==> src/rtl/tau_pkg.sv <==
package tau_pkg;

    typedef enum logic [1:0] {
        ST_IDLE    = 2'd0,
        ST_ISSUE   = 2'd1,
        ST_CAPTURE = 2'd2
    } tau_state_t;

    typedef enum logic [1:0] {
        MD_HOLD    = 2'd0,
        MD_POSTINC = 2'd1,
        MD_POSTDEC = 2'd2,
        MD_PREINC  = 2'd3
    } tau_mode_t;

    typedef struct packed {
        logic      ok;
        logic      is_write;
        tau_mode_t mode;
    } tau_dec_t;

endpackage

==> src/rtl/tau_decode.sv <==
module tau_decode
    import tau_pkg::*;
#(
    parameter int          OP_W    = 16,
    parameter logic [15:0] OP_BASE = 16'h0008
) (
    input  logic [OP_W-1:0] op_code,
    output tau_dec_t        dec
);
    localparam int          HI_W    = OP_W - 3;
    localparam logic [HI_W-1:0] BASE_HI = HI_W'(OP_BASE >> 3);

    always_comb begin
        dec.ok       = (op_code[OP_W-1:3] == BASE_HI);
        dec.is_write = op_code[2];
        dec.mode     = tau_mode_t'(op_code[1:0]);
    end
endmodule

==> src/rtl/tau_ptr_math.sv <==
module tau_ptr_math
    import tau_pkg::*;
#(
    parameter int PTR_W = 21
) (
    input  logic [PTR_W-1:0] ptr_cur,
    input  tau_mode_t        mode,
    output logic [PTR_W-1:0] acc_addr,
    output logic [PTR_W-1:0] ptr_next
);
    localparam logic [PTR_W-1:0] ONE = PTR_W'(1);

    logic [PTR_W-1:0] up;
    logic [PTR_W-1:0] down;

    always_comb begin
        up   = ptr_cur + ONE;
        down = ptr_cur - ONE;
        unique case (mode)
            MD_HOLD: begin
                acc_addr = ptr_cur;
                ptr_next = ptr_cur;
            end
            MD_POSTINC: begin
                acc_addr = ptr_cur;
                ptr_next = up;
            end
            MD_POSTDEC: begin
                acc_addr = ptr_cur;
                ptr_next = down;
            end
            MD_PREINC: begin
                acc_addr = up;
                ptr_next = up;
            end
            default: begin
                acc_addr = ptr_cur;
                ptr_next = ptr_cur;
            end
        endcase
    end
endmodule

==> src/rtl/tau_ctrl.sv <==
module tau_ctrl
    import tau_pkg::*;
(
    input  logic clk,
    input  logic rst_n,
    input  logic op_valid,
    input  logic op_ok,
    input  logic op_write,
    input  logic reg_we,
    output logic accept,
    output logic reg_ok,
    output logic issue,
    output logic capture,
    output logic busy
);
    tau_state_t state_q;
    tau_state_t state_d;
    logic       wr_q;

    always_ff @(posedge clk or negedge rst_n) begin
        if (!rst_n) begin
            state_q <= ST_IDLE;
            wr_q    <= 1'b0;
        end else begin
            state_q <= state_d;
            if (accept) wr_q <= op_write;
        end
    end

    always_comb begin
        state_d = state_q;
        unique case (state_q)
            ST_IDLE:    if (accept) state_d = ST_ISSUE;
            ST_ISSUE:   state_d = wr_q ? ST_IDLE : ST_CAPTURE;
            ST_CAPTURE: state_d = ST_IDLE;
            default:    state_d = ST_IDLE;
        endcase
    end

    always_comb begin
        accept  = 1'b0;
        reg_ok  = 1'b0;
        issue   = 1'b0;
        capture = 1'b0;
        busy    = 1'b1;
        unique case (state_q)
            ST_IDLE: begin
                busy   = 1'b0;
                accept = op_valid && op_ok;
                reg_ok = reg_we && !(op_valid && op_ok);
            end
            ST_ISSUE:   issue   = 1'b1;
            ST_CAPTURE: capture = 1'b1;
            default:    busy    = 1'b1;
        endcase
    end
endmodule

==> src/rtl/tau_top.sv <==
module tau_top
    import tau_pkg::*;
#(
    parameter int          PTR_W   = 21,
    parameter int          DAT_W   = 8,
    parameter int          OP_W    = 16,
    parameter logic [15:0] OP_BASE = 16'h0008
) (
    input  logic             clk,
    input  logic             rst_n,
    input  logic             op_valid,
    input  logic [OP_W-1:0]  op_code,
    input  logic             reg_we,
    input  logic             reg_sel,
    input  logic [PTR_W-1:0] reg_wdata,
    output logic [PTR_W-1:0] ptr_q,
    output logic [DAT_W-1:0] latch_q,
    output logic             busy,
    output logic             mem_req,
    output logic             mem_we,
    output logic [PTR_W-1:0] mem_addr,
    output logic [DAT_W-1:0] mem_wdata,
    input  logic [DAT_W-1:0] mem_rdata
);
    tau_dec_t         dec;
    logic [PTR_W-1:0] acc_addr;
    logic [PTR_W-1:0] ptr_next;
    logic             accept;
    logic             reg_ok;
    logic             issue;
    logic             capture;

    tau_decode #(.OP_W(OP_W), .OP_BASE(OP_BASE)) u_dec (
        .op_code (op_code),
        .dec     (dec)
    );

    tau_ptr_math #(.PTR_W(PTR_W)) u_math (
        .ptr_cur  (ptr_q),
        .mode     (dec.mode),
        .acc_addr (acc_addr),
        .ptr_next (ptr_next)
    );

    tau_ctrl u_ctrl (
        .clk      (clk),
        .rst_n    (rst_n),
        .op_valid (op_valid),
        .op_ok    (dec.ok),
        .op_write (dec.is_write),
        .reg_we   (reg_we),
        .accept   (accept),
        .reg_ok   (reg_ok),
        .issue    (issue),
        .capture  (capture),
        .busy     (busy)
    );

    always_ff @(posedge clk or negedge rst_n) begin
        if (!rst_n) begin
            ptr_q     <= '0;
            latch_q   <= '0;
            mem_addr  <= '0;
            mem_we    <= 1'b0;
            mem_wdata <= '0;
        end else begin
            if (accept) begin
                ptr_q     <= ptr_next;
                mem_addr  <= acc_addr;
                mem_we    <= dec.is_write;
                mem_wdata <= latch_q;
            end else if (reg_ok) begin
                if (reg_sel) latch_q <= reg_wdata[DAT_W-1:0];
                else         ptr_q   <= reg_wdata;
            end
            if (capture) latch_q <= mem_rdata;
        end
    end

    assign mem_req = issue;
endmodule

==> config.mk <==
export PLATFORM = sky130hd
export DESIGN_NAME = tau_top
export DESIGN_NICKNAME = d
export VERILOG_FILES = /design/src/rtl/tau_pkg.sv /design/src/rtl/tau_decode.sv /design/src/rtl/tau_ptr_math.sv /design/src/rtl/tau_ctrl.sv /design/src/rtl/tau_top.sv
export SDC_FILE = /design/constraint.sdc
export NUM_CORES = 1
export LEC_CHECK = 0
export ABC_AREA = 1
export BUFFER_PORTS_ARGS = -buffer_cell sky130_fd_sc_hd__buf_2
export CORE_ASPECT_RATIO = 1.4
export CORE_UTILIZATION = 54
export DETAILED_ROUTE_END_ITERATION = 8
export GPL_TIMING_DRIVEN = 0
export HOLD_SLACK_MARGIN = 0.1
export PLACE_DENSITY_LB_ADDON = 0.25
export REMOVE_ABC_BUFFERS = 1
export SLEW_MARGIN = 30
export SYNTH_ARGS = -nofsm -noshare
export SYNTH_HDL_FRONTEND = slang
export SYNTH_SLANG_ARGS = --single-unit
==> constraint.sdc <==
create_clock -name clk -period 1.7 [get_ports clk]
set_input_delay 0.34 -clock clk [delete_from_list [all_inputs] [get_ports clk]]
set_output_delay 0.34 -clock clk [all_outputs]
set_load 0.01 [all_outputs]
# Word level (Yosys, flattened, before mapping)
# Cells that the tools add are included.
# classes
add_sub_neg	2
n_mul	0
div	0
magnitude_cmp	0
n_eq_ne	10
shift	0
muxes	17
bitwise_logic	0
n_reduce_logical	12
# op_table
cell	count
21-bit one-hot mux with 2 select lines	2
21-bit 2-to-1 mux	3
8-bit 2-to-1 mux	4
21-bit by 1-bit adder with 21-bit output (second input constant)	1
21-bit by 1-bit subtractor with 21-bit output (second input constant)	1
13-bit by 1-bit == test with 1-bit output (second input constant)	1
2-bit == test (second input constant)	3
3-bit AND reduction	2
2-bit nonzero test	3
1-bit 2-to-1 mux	5
2-bit by 1-bit == test with 1-bit output (second input constant)	2
2-bit zero test	2
2-bit 2-to-1 mux	2
2-bit by 1-bit != test with 1-bit output (second input constant)	2
2-bit != test (second input constant)	2
2-bit one-hot mux with 2 select lines	1
3-bit OR reduction	1
1-bit logical AND	2
2-bit OR reduction	1
1-bit zero test	1
# word_totals
regBits	61
latchBits	0
ramBits	0
rom_bits	0
in_bits	50
output_inout_bits	61
wordCells	47
n_memories	0

# Longest topological paths before layout
# logic_depth
depth_word	8
mapped_depth	12
depth_no_buf	12

# Cells and area by module
# A second synthesis with hierarchy kept.
# hier_totals
hier_cells	729
area_unflattened_um2	4606.9
# modules_own_cells
module	instances	cells_each	area_each_um2
tau_top	1	337	2661.3
tau_ptr_math	1	351	1707.9
tau_ctrl	1	20	143.9
tau_decode	1	21	93.8

# Least setup slack after synthesis
# OpenSTA, ideal clock, no wires.
# synth_timing
kind	register to register
startpoint	reg ptr_q[0]
endpoint	reg ptr_q[6]
setup_ns	0.120
arrival_ns	1.495
setup_slack_ns	0.085
stages_incl_launch_ff	10
synth_period_minus_slack_ns	1.615
cell_sequence	dfrtp_1 > ha_1 > nand3_1 > nor2_1 > xor2_1 > nand2_1 > nand3_1 > nand2_1 > nand2_1 > o21ai_2
# synth_between
elab_chain_cells	3
word_cells_on_any_way	4
classes_between	2 x add/sub; 2 x mux
# synth_rtl
element	line_no	source
start: declaration	tau_top.sv:16	output logic [PTR_W-1:0] ptr_q,
start signal: assignment	tau_top.sv:68	ptr_q <= ptr_next;
start signal: assignment	tau_top.sv:74	else ptr_q <= reg_wdata;
21-bit by 1-bit adder with 21-bit output / 21-bit by 1-bit subtractor with 21-bit output (equally long branches)	tau_ptr_math.sv:17, tau_ptr_math.sv:18	
21-bit one-hot mux with 2 select lines (*)	tau_ptr_math.sv:19	unique case (mode)
21-bit 2-to-1 mux (*)	tau_top.sv:67	if (accept) begin
# Every way passes the cells marked *; elsewhere a longest branch is shown, timed or not.
# A chain may end at the register's enable or synchronous reset.

# Worst setup path in the final report
# layout_timing
startpoint	reg ptr_q[0]
endpoint	reg ptr_q[10]
# Same word-level chain as after synthesis.

==> flow_summary.yaml <==
outcome:
  status: "finished, final reports clean"
yosys:
  synth_top_area_share_pct: 34.6
  ys_types: 37
  yosysWarnings: 0
  yosysSeqAreaShare_pct: 34.6
  async_flop_share_pct: 100
  synth_edf_count: 0
  synth_area_leaders: "dfrtp_1, nand2_1, nor2_1"
  ys.flop_type: "dfrtp_1"
  synth_area_um2: 4410
  ys_seq_elements: 61
  syn-instance-count: 671
  synth.avg_cell_area_um2: 6.58
  post-synth-top-area-cell: "dfrtp_1"
global_route:
  antenna_found_initial: 0
  grt_pass1_vias: 4345
  grt_pass1_wl_mm: 20.3
  grt-ovfl-total: 0
  grt_max_degree: 62
  track_usage_pct: 31.1
place:
  dp_hpwl_mm: 8.68
  placed_area_um2: 4890
  port_buffers: 110
  gp_congestion: 0.944
  placedCellCount: 847
final_layout:
  final_layout_size_suffix_gt1_share_pct: 32.3
  syn_to_final_growth_pct: 26.6
  final_cells: 901
  nNetsFinal: 848
  fillers: 678
  stdcell_area_um2: 5590
  final_core_util_pct: 71.2
  antennaDiodeCount: 0
setup_path:
  timing.rr.start: "ptr_q[0]"
  critPathLaunchType: "register"
  worstPathRequired_ns: 2.00
  cp_top_family: "simple AND/OR/NAND/NOR gates"
  crit_path_end_kind: "register"
  crit_arrival_ns: 1.97
  cp_cell_sequence: "ha_4, nand3_2, inv_2, nand2_1, nor2_1, xor2_1, nand2_1, nand3_1, nand2_1, nand2_1"
  cp-startpoint: "ptr_q[0]"
  critPathMaxFanout: 4
  worst-path-buf-inv: 1
  slowest_delay_ns: 0.45
  crit_path_frequent_cell: "nand2_1"
  critPathKind: "reg -> reg"
  slowest_stage: "dfrtp_2"
timing:
  timing.final.crit_period_ns: 1.68
  tightestPinTransition_ns: 0.805
  slew_headroom_pct: 46.4
  drv_slew: 0
  period_share_pct: 98.6
  rsz0062_at_grt: "yes"
  max_freq_mhz: 596
  hold_ws_ns: 0.197
  finalHoldViolCount: 0
  setup_viol: 0
  skew_ns: 0.00905
clock_tree:
  tritoncts: "built"
  clk_path_buf_depth: 2
  cts.sinks: 61
  clk_pin_slew_ns: 0.07
  h-tree-depth: 3
  cts_buffers: 9
  clk_latency_ns: 0.36
  cts-root-buf: "clkbuf_8"
floorplanning:
  dieArea_um2: 8540
  core_area_um2: 7850
  rows: 38
  initial_utilization_pct: 56.3
  dieHeight_um: 109
  io_pins: 111
  die_w_um: 78.4
power:
  powerDensity_nw_per_um2: 753
  netSwitchingPower_uw: 1430
  ir_drop_mv: 0.504
  switching_share_pct: 33.9
  power.internal_uw: 2780
  leakage_uw: 0.00291
  power_frac_clock_pct: 33.4
  share_comb_of_total_power_pct: 25.5
  p_seq_share_pct: 41.1
drt:
  drc: 0
  ant_nets: 0
  firstDrtPassIters: 5
  viasPerCell: 5.33
  num_vias: 4799
  drt-total-wl_mm: 13.0
  post_drt_wl_per_cell_um: 14.5
  drt_iter0_drc: 322
job:
  cap_violations: 0
worst_hold_path:
  min_path_type: "in -> reg"
  hp-start: "op_code[2]"
layout make-up:
| class | instances | area [um2] | area share [%] |
|---|---|---|---|
| clock buffers | 12 | 165 | 2.96 |
| repair inverters | 2 | 16.3 | 0.291 |
| well taps | 100 | 125 | 2.24 |
| repair buffers | 146 | 858 | 15.4 |
| flip-flops and latches | 61 | 1550 | 27.7 |
| multi-input cells | 521 | 2600 | 46.5 |
| clock inverters | 4 | 45.0 | 0.806 |
| inverters | 55 | 231 | 4.14 |
metrics by stage:
| step | setup TNS (ns) | power, uW | worst slack, ns |
|---|---|---|---|
| CTS | -1.24 | 4030 | -0.0946 |
| global placement | -41.91 | 2570 | -1.42 |
| floorplan | -9.91 | 2250 | -0.439 |
| detailed placement | -21.21 | 2590 | -0.750 |
| global route | -0.290 | 4390 | -0.101 |
| finish | 0 | 4210 | 0.0231 |
kinds of logic after synthesis:
logic type               count (synthesis)  synth area share, %
AND/OR/NAND/NOR                        428                 41.0
buffers and inverters                   90                 10.2
AO/OA/AOI/OAI                           73                 10.3
flip-flops                              61                 34.6
XOR/XNOR                                16                 3.18
adder cells (fa/ha/maj)                  2                0.567
multiplexers                             1                0.227
metal layers:
layer  wire [um]  GRT usage [%]  up-vias
li1            -              -     2372
met1        5120           34.7     2228
met2        6870           57.0      169
met3         728           5.44       30
met4         320           14.4        0
met5           0              0        -
power groups by stage:
| stage | Combinational, uW | Clock (uW) | Sequential [uW] |
|---|---|---|---|
| floorplan | 495 | 0 | 1750 |
| global placement | 813 | 0 | 1750 |
| detailed placement | 834 | 0 | 1760 |
| CTS | 891 | 1410 | 1730 |
| global route | 1180 | 1460 | 1750 |
| finish | 1070 | 1410 | 1730 |
state kept, by name, indices dropped and copies added (netlist names):
name	cells
u_ctrl.state_q	2
u_ctrl.wr_q	1
mem_addr	21
latch_q	8
mem_wdata	8
ptr_q	21
synth_stat cells (8+ instances only):
master / n
a21oi_1: 9
buf_2: 14
dfrtp_1: 61
inv_1: 49
nand2_1: 238
nand3_1: 63
nor2_1: 92
nor2_2: 10
o21ai_0: 31
o21ai_1: 10
o21ai_2: 8
xor2_1: 15
path summary, 6_finish.rpt:
check	to	slack, ns	depth (start not counted)
worst max-delay path	ptr_q[10]	0.02	10
worst min-delay path	u_ctrl.wr_q	0.20	3
worst max register to register	ptr_q[10]	0.02	10
worst min register to register	u_ctrl.state_q[1]	0.46	1
max in group asynchronous	ptr_q[3]	0.50	2
min in group asynchronous	u_ctrl.wr_q	0.62	2
worst register-to-register path, cell delays in order (launching register included):
cell and delay [ns]:
dfrtp_2 0.45, ha_4 0.19, nand3_2 0.13, inv_2 0.11
nand2_1 0.09, nor2_1 0.15, xor2_1 0.24, nand2_1 0.08
nand3_1 0.09, nand2_1 0.06, nand2_1 0.05
what timing repair did:
action / 4_1_cts / 5_1_grt
endpoints found under the setup margin: 50 / 41
resized for setup: 24 / 47
pin swaps: 2 / 5
hold endpoints to repair: 4 / 0
buffers inserted: 5 / 29
hold buffers: 1 / 0
cloned: 3 / 0
cells in the final DEF (no fill, tap or decap), drive strengths merged:
master	Yosys	layout
nor2	106	107
bufinv	0	1
dfrtp	61	61
clkbuf	6	12
xnor2	1	1
buf	29	145
nand3	65	65
inv	54	54
clkinvlp	0	3
xor2	15	15
dlygate4sd3	0	1
mux2i	1	1
nand3b	1	1
o211ai	7	7
or2	2	2
clkinv	1	3
o21ai	49	49
a21boi	1	1
nor3	2	2
and2	1	1
nand2	244	244
a21oi	15	15
ha	2	2
a31oi	1	1
nand4	7	7
Power figures use the tool's default switching activity.
